[src/rtl/phdiv_pkg.sv]
package phdiv_pkg;

  // Outcome of decoding a divide word
  typedef enum logic [1:0] {
    DEC_OK          = 2'd0,
    DEC_BAD_KEY     = 2'd1,
    DEC_DIV1_SHIFT  = 2'd2
  } dec_status_e;

endpackage

[src/rtl/phdiv_ratio_decode.sv]
module phdiv_ratio_decode
  import phdiv_pkg::*;
#(
  parameter int                DIV_WORD_W  = 12,
  parameter int                RATIO_SEL_W = 5,
  parameter logic [DIV_WORD_W-1:0] DIV_KEY = 12'hAA0
) (
  input  logic [DIV_WORD_W-1:0]    word_i,
  input  logic                     shift_nz_i,
  output logic [RATIO_SEL_W:0]     ratio_o,
  output dec_status_e              status_o
);

  localparam int CNT_W    = RATIO_SEL_W + 1;
  localparam int MAX_RAT  = 2 ** RATIO_SEL_W;
  localparam int FALLBACK = MAX_RAT - 1;

  logic                   key_ok;
  logic [RATIO_SEL_W-1:0] sel;

  assign key_ok = (word_i[DIV_WORD_W-1:RATIO_SEL_W] == DIV_KEY[DIV_WORD_W-1:RATIO_SEL_W]);
  assign sel    = word_i[RATIO_SEL_W-1:0];

  always_comb begin
    ratio_o  = CNT_W'(FALLBACK);
    status_o = DEC_OK;
    if (!key_ok) begin
      status_o = DEC_BAD_KEY;
    end else if (sel == '0) begin
      ratio_o = CNT_W'(MAX_RAT);
    end else if ((sel == RATIO_SEL_W'(1)) && shift_nz_i) begin
      status_o = DEC_DIV1_SHIFT;
    end else begin
      ratio_o = {1'b0, sel};
    end
  end

endmodule

[src/rtl/phdiv_phase_decode.sv]
module phdiv_phase_decode #(
  parameter int                 SHIFT_W     = 2,
  parameter int                 PHASE_KEY_W = 8,
  parameter logic [PHASE_KEY_W-1:0] PHASE_KEY = 8'hAA
) (
  input  logic [SHIFT_W+1+PHASE_KEY_W:0] word_i,
  output logic [SHIFT_W-1:0]             shift_o,
  output logic                           flip_o,
  output logic                           en_o,
  output logic                           bad_o
);

  localparam int WORD_W = SHIFT_W + 2 + PHASE_KEY_W;

  logic key_ok;
  assign key_ok = (word_i[WORD_W-1 -: PHASE_KEY_W] == PHASE_KEY);

  always_comb begin
    if (key_ok) begin
      shift_o = word_i[SHIFT_W-1:0];
      flip_o  = word_i[SHIFT_W];
      en_o    = word_i[SHIFT_W+1];
      bad_o   = 1'b0;
    end else begin
      shift_o = '0;
      flip_o  = 1'b0;
      en_o    = 1'b1;
      bad_o   = 1'b1;
    end
  end

endmodule

[src/rtl/phdiv_counter.sv]
module phdiv_counter #(
  parameter int RATIO_SEL_W = 5,
  parameter int RESET_RATIO = 16
) (
  input  logic                 clk,
  input  logic                 rst_n,
  input  logic [RATIO_SEL_W:0] pending_i,
  output logic [RATIO_SEL_W:0] active_o,
  output logic [RATIO_SEL_W:0] cnt_o,
  output logic                 div_o,
  output logic                 running_o
);

  localparam int CNT_W = RATIO_SEL_W + 1;

  logic [CNT_W-1:0] cnt_q, active_q;
  logic             div_q, run_q;
  logic             wrap, level;

  assign wrap  = (cnt_q == active_q - CNT_W'(1));
  assign level = (active_q == CNT_W'(1)) ? 1'b1 : (cnt_q < (active_q >> 1));

  always_ff @(posedge clk) begin
    if (!rst_n) begin
      cnt_q    <= '0;
      active_q <= CNT_W'(RESET_RATIO);
      div_q    <= 1'b0;
      run_q    <= 1'b0;
    end else begin
      run_q <= 1'b1;
      if (run_q) begin
        div_q <= level;
        if (wrap) begin
          cnt_q    <= '0;
          active_q <= pending_i;
        end else begin
          cnt_q <= cnt_q + CNT_W'(1);
        end
      end
    end
  end

  assign active_o  = active_q;
  assign cnt_o     = cnt_q;
  assign div_o     = div_q;
  assign running_o = run_q;

endmodule

[src/rtl/phdiv_phase_tap.sv]
module phdiv_phase_tap #(
  parameter int SHIFT_W = 2
) (
  input  logic               clk,
  input  logic               rst_n,
  input  logic               div_i,
  input  logic [SHIFT_W-1:0] shift_i,
  input  logic               flip_i,
  input  logic               en_i,
  input  logic               ratio_one_i,
  output logic               phase_o
);

  localparam int MAX_SHIFT = (2 ** SHIFT_W) - 1;

  logic [MAX_SHIFT:0] tap;
  logic               phase_q;

  assign tap[0] = div_i;

  for (genvar k = 1; k <= MAX_SHIFT; k++) begin : g_delay
    always_ff @(posedge clk) begin
      if (!rst_n) tap[k] <= 1'b0;
      else        tap[k] <= tap[k-1];
    end
  end

  always_ff @(posedge clk) begin
    if (!rst_n)    phase_q <= 1'b0;
    else if (en_i) phase_q <= tap[shift_i] ^ (flip_i & ~ratio_one_i);
    else           phase_q <= 1'b0;
  end

  assign phase_o = phase_q;

endmodule

[src/rtl/phdiv_top.sv]
module phdiv_top
  import phdiv_pkg::*;
#(
  parameter int                    DIV_WORD_W  = 12,
  parameter int                    RATIO_SEL_W = 5,
  parameter logic [DIV_WORD_W-1:0] DIV_KEY     = 12'hAA0,
  parameter int                    RESET_RATIO = 16,
  parameter int                    SHIFT_W     = 2,
  parameter int                    PHASE_KEY_W = 8,
  parameter logic [PHASE_KEY_W-1:0] PHASE_KEY  = 8'hAA,
  localparam int                   CNT_W        = RATIO_SEL_W + 1,
  localparam int                   PHASE_WORD_W = SHIFT_W + 2 + PHASE_KEY_W
) (
  input  logic                    clk,
  input  logic                    rst_n,
  input  logic                    div_wr,
  input  logic [DIV_WORD_W-1:0]   div_word,
  input  logic                    phase_wr,
  input  logic [PHASE_WORD_W-1:0] phase_word,
  output logic                    clk_div_o,
  output logic                    clk_phase_o,
  output logic                    running_o,
  output logic                    bad_write_o
);

  // Configuration state
  logic [CNT_W-1:0]   pending_q;
  logic [SHIFT_W-1:0] shift_q;
  logic               flip_q, phase_en_q, bad_q;

  // Decoder outputs
  logic [CNT_W-1:0]   dec_ratio;
  dec_status_e        dec_status;
  logic [SHIFT_W-1:0] ph_shift;
  logic               ph_flip, ph_en, ph_bad;

  // Counter outputs
  logic [CNT_W-1:0]   active_ratio, cnt_w;
  logic               div_w;

  phdiv_ratio_decode #(
    .DIV_WORD_W (DIV_WORD_W),
    .RATIO_SEL_W(RATIO_SEL_W),
    .DIV_KEY    (DIV_KEY)
  ) u_rdec (
    .word_i    (div_word),
    .shift_nz_i(shift_q != '0),
    .ratio_o   (dec_ratio),
    .status_o  (dec_status)
  );

  phdiv_phase_decode #(
    .SHIFT_W    (SHIFT_W),
    .PHASE_KEY_W(PHASE_KEY_W),
    .PHASE_KEY  (PHASE_KEY)
  ) u_pdec (
    .word_i (phase_word),
    .shift_o(ph_shift),
    .flip_o (ph_flip),
    .en_o   (ph_en),
    .bad_o  (ph_bad)
  );

  always_ff @(posedge clk) begin
    if (!rst_n) begin
      pending_q  <= CNT_W'(RESET_RATIO);
      shift_q    <= '0;
      flip_q     <= 1'b0;
      phase_en_q <= 1'b1;
      bad_q      <= 1'b0;
    end else begin
      if (div_wr) pending_q <= dec_ratio;
      if (phase_wr) begin
        shift_q    <= ph_shift;
        flip_q     <= ph_flip;
        phase_en_q <= ph_en;
      end
      bad_q <= (div_wr && (dec_status != DEC_OK)) || (phase_wr && ph_bad);
    end
  end

  phdiv_counter #(
    .RATIO_SEL_W(RATIO_SEL_W),
    .RESET_RATIO(RESET_RATIO)
  ) u_cnt (
    .clk      (clk),
    .rst_n    (rst_n),
    .pending_i(pending_q),
    .active_o (active_ratio),
    .cnt_o    (cnt_w),
    .div_o    (div_w),
    .running_o(running_o)
  );

  phdiv_phase_tap #(
    .SHIFT_W(SHIFT_W)
  ) u_tap (
    .clk        (clk),
    .rst_n      (rst_n),
    .div_i      (div_w),
    .shift_i    (shift_q),
    .flip_i     (flip_q),
    .en_i       (phase_en_q),
    .ratio_one_i(active_ratio == CNT_W'(1)),
    .phase_o    (clk_phase_o)
  );

  assign clk_div_o   = div_w;
  assign bad_write_o = bad_q;

endmodule

[config.mk]
export PLATFORM = sky130hd
export DESIGN_NAME = phdiv_top
export DESIGN_NICKNAME = d
export VERILOG_FILES = /design/src/rtl/phdiv_pkg.sv /design/src/rtl/phdiv_ratio_decode.sv /design/src/rtl/phdiv_phase_decode.sv /design/src/rtl/phdiv_counter.sv /design/src/rtl/phdiv_phase_tap.sv /design/src/rtl/phdiv_top.sv
export SDC_FILE = /design/constraint.sdc
export NUM_CORES = 1
export LEC_CHECK = 0
export BUFFER_PORTS_ARGS = -buffer_cell sky130_fd_sc_hd__buf_4
export CORE_UTILIZATION = 53
export CTS_CLUSTER_SIZE = 8
export DETAILED_ROUTE_END_ITERATION = 10
export PLACE_DENSITY = 0.78
export SLEW_MARGIN = 20
export SYNTH_ARGS = -nofsm -noshare
export SYNTH_HDL_FRONTEND = slang
export SYNTH_SLANG_ARGS = --single-unit
[constraint.sdc]
create_clock -name clk -period 2.45 [get_ports clk]
set_clock_uncertainty 0.2 [all_clocks]
set_input_delay 0 -clock clk [delete_from_list [all_inputs] [get_ports clk]]
set_output_delay 0 -clock clk [all_outputs]
set_load 0.1 [all_outputs]
==> results.yml, run 1 <==
outcome:
  run_status: "finished clean"
logic_synthesis:
  syn_avg_cell_area_um2: 9.27
  ys_seq_area_share_pct: 40.7
  ys_types: 32
  synthDominantCellAreaShare_pct: 40.7
  syn_inst: 154
  synth_flop_cell: "dfxtp_1"
  synth-edff-count: 0
  yosysTopAreaCell: "dfxtp_1"
  async_reset_ff_share_pct: 0
  synth_area_um2: 1430
  synth_seq_cells: 29
  yosys-top-cells-area: "dfxtp_1, mux2i_1, ha_1"
  yosys_warnings: 0
  syn_nets: 189
clock_tree:
  clk_path_buf_depth: 2
  cts_resized: 0
  cts_tree: "built"
  cts_max_level: 2
  ctsRootBufferMaster: "clkbuf_4"
  path_clk_slew_ps: 90
  clock_latency_ps: 330
  cts_sinks: 29
  holdBufCountCts: 25
  numCtsBuffers: 5
  postCtsSetupBuffers: 0
final_layout:
  final_net_count: 246
  multi_input_area_um2: 791
  regArea_um2: 581
  final_cell_mix: "buf_4, dfxtp_1, dlygate4sd3_1"
  fill_cells: 162
  layout_commonest_cell: "buf_4"
  drive_gt1_share_pct: 19.0
  num_antenna_cells: 0
  area.growth.synth_to_final_pct: 38.5
sta:
  maxSlewViolCount: 0
  finalSetupTns_ps: 0
  worst_hold_slack_ps: 44.9
  clock.fmax_mhz: 469
  setup_viol: 0
  hold_viol: 0
  post-route-min-period_ps: 2130
  finalCritPeriodShare_pct: 87.1
  grt_setup_unrepaired: "no"
  slew_headroom_pct: 69.0
  tightest_slew_ps: 461
  setup_ws_ps: 317
worst_setup_path:
  slowest_delay_ps: 560
  cp_max_fo: 5
  crit_slowest_cell: "dlygate4sd3_1"
  path_cells: "dlygate4sd3_1, buf_4, nor4_1, o211ai_1, nand2b_1, nor2_1, a21oi_1, dlygate4sd3_1"
  timing.rr.end: "u_cnt.active_o[2]"
  r2r_cells: 8
  r2r_slack_ps: 340
  end_kind: "flop"
  r2r-start: "u_cnt.active_o[0]"
  crit_path_start_kind: "input pin"
  worstSetupPathType: "in -> reg"
  worstPathArrival_ps: 2200
  cpMostUsedCell: "dlygate4sd3_1"
  worstPathRequired_ps: 2520
power_and_ir_drop:
  ir_drop_mv: 0.475
  powerDensity_nw_per_um2: 488
  leakage_uw: 0.000814
die:
  die_area_um2: 2910
  coreArea_um2: 2520
  die_width_um: 53.9
  start_util_pct: 56.6
  rows: 18
  die_height_um: 53.9
  io_pins: 32
route:
  top_layer: "met4"
  first_pass_iters: 4
  ant_nets: 0
  drt_iter0_markers: 23
  drt_wl_total_mm: 3.84
  wl_met2_mm: 2.04
  vias: 1320
  post_drt_via_cell_ratio: 5.48
  remaining_drc_errors: 0
  avgRoutedWirePerCell_um: 15.9
  wl_met1_mm: 1.55
  route.met3.wl_um: 170
min_path:
  hp-start: "div_word[3]"
  hold_path.class: "in -> reg"
  min_path_cells: 6
  min_to: "bad_write_o"
global_routing:
  gr-total-overflow: 0
  grtUsageTotal_pct: 31.2
  grt_pass1_wl_mm: 6.10
  grt_pass1_vias: 1278
  antenna_found_initial: 0
  grt_start_max_net_pins: 34
place:
  dp.final_hpwl_mm: 2.09
  port_buffers: 31
  globalplace.congestion: 0.758
  post-place-ws_ps: 350
flow_run:
  maxCapViolCount: 0
[metrics by stage]
stage                     cells  utilization, %  total power [µW]  instance area, µm²
after floorplan             154               -               591                1430
after global placement      209            66.3               638                1670
after detailed placement    209            66.3               643                1670
after CTS                   241            78.4               958                1980
after global routing        241            78.4              1010                1980
final                       241            78.4               965                1980
[sequential cells by signal, summed over array words and instances (netlist names)]
signal           count
pending_q            6
u_cnt.active_o       6
u_cnt.cnt_o          6
u_tap.tap            3
shift_q              2
bad_write_o          1
flip_q               1
phase_en_q           1
u_cnt.div_o          1
u_cnt.running_o      1
u_tap.phase_o        1
[cells in the mapped netlist (2+ instances only)]
master     number
xor2_1          6
nand4bb_1       2
nand2_1        17
nor2b_1         2
mux2i_1        11
clkbuf_1        6
inv_1           6
ha_1            7
and2_1          3
nor3_1          2
xnor2_1         9
nand4_1         2
a21oi_1         4
dfxtp_1        29
o21ai_0         7
nand3_1         6
nor2_1         10
nor3b_1         8
nand2b_1        3
a21boi_0        2
[logic make-up (layout without fill, tap and decap cells)]
family	after synthesis	after routing	synth area share (%)
compound gates	19	19	8.24
buf+inv	13	70	3.94
xor+xnor	15	15	9.20
fa+ha+maj	7	7	6.13
mux	12	12	9.29
flops	29	29	40.7
simple gates	59	59	22.5
[area by class of cell]
| cell class | count | area share, % |
|---|---|---|
| inverter | 6 | 1.14 |
| timing repair buffer | 57 | 24.8 |
| tap | 30 | 1.90 |
| clock buffer | 7 | 2.78 |
| sequential | 29 | 29.4 |
| multi-input combinational | 112 | 40.0 |
[how the worst max path moves through the flow]
stage                                 start           endpoint  slack (ps)
final                           div_word[1]       pending_q[3]         320
after global routing            div_word[1]       pending_q[3]         110
after CTS                 u_cnt.active_o[0]  u_cnt.active_o[2]         330
after detailed placement  u_cnt.active_o[0]  u_cnt.active_o[4]         350
after global placement    u_cnt.active_o[0]  u_cnt.active_o[2]         490
after floorplan             u_cnt.running_o  u_cnt.active_o[2]          80
[report_power, final]
part,switching (µW),internal [µW]
registers,16.9,488
clock network,163,135
logic,79.4,82.8
[worst max-delay path: cells and delay by family]
kind	cells	cell delay [ps]
buffers and inverters	3	1240
and+or+nand+nor	3	660
AOI/OAI and AO/OA	2	300
[routing by layer]
layer	global-route usage, %	vias up
li1	-	644
met1	34.5	626
met2	55.8	42
met3	8.47	8
met4	12.3	0
met5	0	-
(Power assumes the default switching activity.)
==> run 2, diff against run 1 <==
--- a/config.mk
+++ b/config.mk
@@ -6,10 +6,10 @@
 export NUM_CORES = 1
 export LEC_CHECK = 0
 export BUFFER_PORTS_ARGS = -buffer_cell sky130_fd_sc_hd__buf_4
-export CORE_UTILIZATION = 53
+export CORE_UTILIZATION = 57
 export CTS_CLUSTER_SIZE = 8
 export DETAILED_ROUTE_END_ITERATION = 10
-export PLACE_DENSITY = 0.78
+export PLACE_DENSITY = 0.83
 export SLEW_MARGIN = 20
 export SYNTH_ARGS = -nofsm -noshare
 export SYNTH_HDL_FRONTEND = slang
==> constraint.sdc (replaced) <==
create_clock -name clk -period 2.67 [get_ports clk]
set_clock_uncertainty 0.2 [all_clocks]
set_input_delay 0 -clock clk [delete_from_list [all_inputs] [get_ports clk]]
set_output_delay 0 -clock clk [all_outputs]
set_load 0.1 [all_outputs]
==> run 2 against run 1 <==
Compared with the run above:
- global-route usage is 3.4 points higher
- worst hold slack improved by 87 ps
- design area increased by 0.32%
- combinational power is 4% lower
- wire length increased by 15%
- critical path depth rose by 1
- critical path type unchanged
- critical endpoint is now pending_q[1]
- largest power group unchanged
- highest routed layer unchanged
==> results.yml, run 2 (synthesis gave the netlist of run 1 again) <==
sta:
  hold_viol: 0
  setup_ws_ps: 73.7
  setup_viol: 0
  slew_headroom_pct: 71.9
  finalCritPeriodShare_pct: 97.2
  tightest_slew_ps: 417
  clock.fmax_mhz: 385
  worst_hold_slack_ps: 132
  maxSlewViolCount: 0
  post-route-min-period_ps: 2600
worst_setup_path:
  r2r-start: "shift_q[1]"
  cp_max_fo: 5
  crit_path_start_kind: "input pin"
  path_depth: 9
  worstPathRequired_ps: 2740
  path_buf_inv: 4
  crit_slowest_cell: "dlygate4sd3_1"
  worstSetupPathType: "in -> reg"
  slowest_delay_ps: 590
  timing.rr.end: "pending_q[1]"
  end_kind: "flop"
  cpMostUsedCell: "dlygate4sd3_1"
  path_cells: "dlygate4sd3_1, buf_4, nor4_4, o211ai_1, nand2b_1, nor3b_1, dlygate4sd3_1, nor2_1, dlygate4sd3_1"
  r2r_slack_ps: 170
  crit_start: "div_word[1]"
  crit_family: "buffers and inverters"
  r2r_cells: 6
  worstPathArrival_ps: 2670
  crit_end: "pending_q[1]"
final_layout:
  postLayoutCellArea_um2: 1980
  final_cell_mix: "buf_4, dfxtp_1, dlygate4sd3_1"
  fill_cells: 117
  final_net_count: 246
  multi_input_area_um2: 806
  area.growth.synth_to_final_pct: 38.9
  drive_gt1_share_pct: 18.9
  layout_commonest_cell: "buf_4"
  regArea_um2: 581
  num_antenna_cells: 0
power_and_ir_drop:
  leakage_uw: 0.000815
  ir_drop_mv: 0.430
  powerDensity_nw_per_um2: 442
route:
  vias: 1396
  avgRoutedWirePerCell_um: 18.4
  post_drt_via_cell_ratio: 5.82
  first_pass_iters: 4
  drt_wl_total_mm: 4.41
  drt_iter0_markers: 46
  remaining_drc_errors: 0
  ant_nets: 0
clock_tree:
  cts_tree: "built"
  path_clk_slew_ps: 90
  postCtsSetupBuffers: 0
  clock_latency_ps: 330
  ctsRootBufferMaster: "clkbuf_4"
  clk_path_buf_depth: 2
  cts_max_level: 2
  cts_sinks: 29
  numCtsBuffers: 5
die:
  start_util_pct: 62.7
  coreArea_um2: 2280
  rows: 17
  io_pins: 32
  die_area_um2: 2710
  die_width_um: 52.0
  die_height_um: 52.0
global_routing:
  grtUsageTotal_pct: 34.6
  grt_start_max_net_pins: 34
  gr-total-overflow: 0
  grt_pass1_wl_mm: 6.58
  grt_pass1_vias: 1463
  antenna_found_initial: 0
flow_run:
  maxCapViolCount: 0
min_path:
  hold_path.class: "in -> reg"
place:
  placed_cell_area_um2: 1670
  post-place-ws_ps: 532
  port_buffers: 31
  dp.final_hpwl_mm: 2.30
  globalplace.congestion: 0.814
outcome:
  run_status: "finished clean"
## run 2: worst min-delay path by stage
stage	start	endpoint	slack (ps)	depth (start not counted)
floorplan	rst_n	u_cnt.running_o	-170	0
global placement	phase_word[3]	phase_en_q	30	3
detailed placement	phase_word[1]	shift_q[1]	50	3
CTS	phase_word[4]	bad_write_o	20	4
global route	div_word[2]	bad_write_o	140	6
finish	div_word[2]	bad_write_o	130	6
## run 2: per-stage QoR
step / std cells / total power, µW / TNS [ps] / utilization, %
final: 240 / 876 / 0 / 87.1
after global routing: 240 / 902 / -7.18 / 87.1
after CTS: 240 / 858 / 0 / 86.5
after detailed placement: 207 / 591 / 0 / 73.3
after global placement: 207 / 587 / 0 / 73.3
after floorplan: 154 / 542 / 0 / -
## run 2: repair_timing
action,in CTS,in global routing
resized for setup,0,2
hold endpoints to repair,29,0
endpoints found under the setup margin,0,1
hold buffers,25,0
## run 2: final cells by class
class                   count  share of cell area (%)
multi-input cells         112                    40.6
well taps                  28                    1.77
repair buffers             57                    24.7
inverters                   6                    1.14
clock buffers               8                    2.46
flip-flops and latches     29                    29.3
## run 2: worst min-delay path, cell delays in order
cell and delay, ps:
buf_4 110, nor4_4 50, o211ai_1 80, nand2b_1 130, nand2_1 120, a21boi_0 110
## run 2: where the power goes
group	switching, µW	internal, µW	total, µW	leakage, µW
logic	77.8	78.0	156	0.000551
registers	17.1	448	465	0.000237
clock network	151	105	256	0.0000265
total	246	631	876	0.000815
## run 2: routing by layer
metal,part of all wire (%),track usage (%),wire [µm],vias to the layer above
li1,-,-,-,645
met1,40,36.1,1780,666
met2,51,61.1,2250,69
met3,5.8,9.06,254,16
met4,2.9,20.7,127,0
met5,0,0,0,-
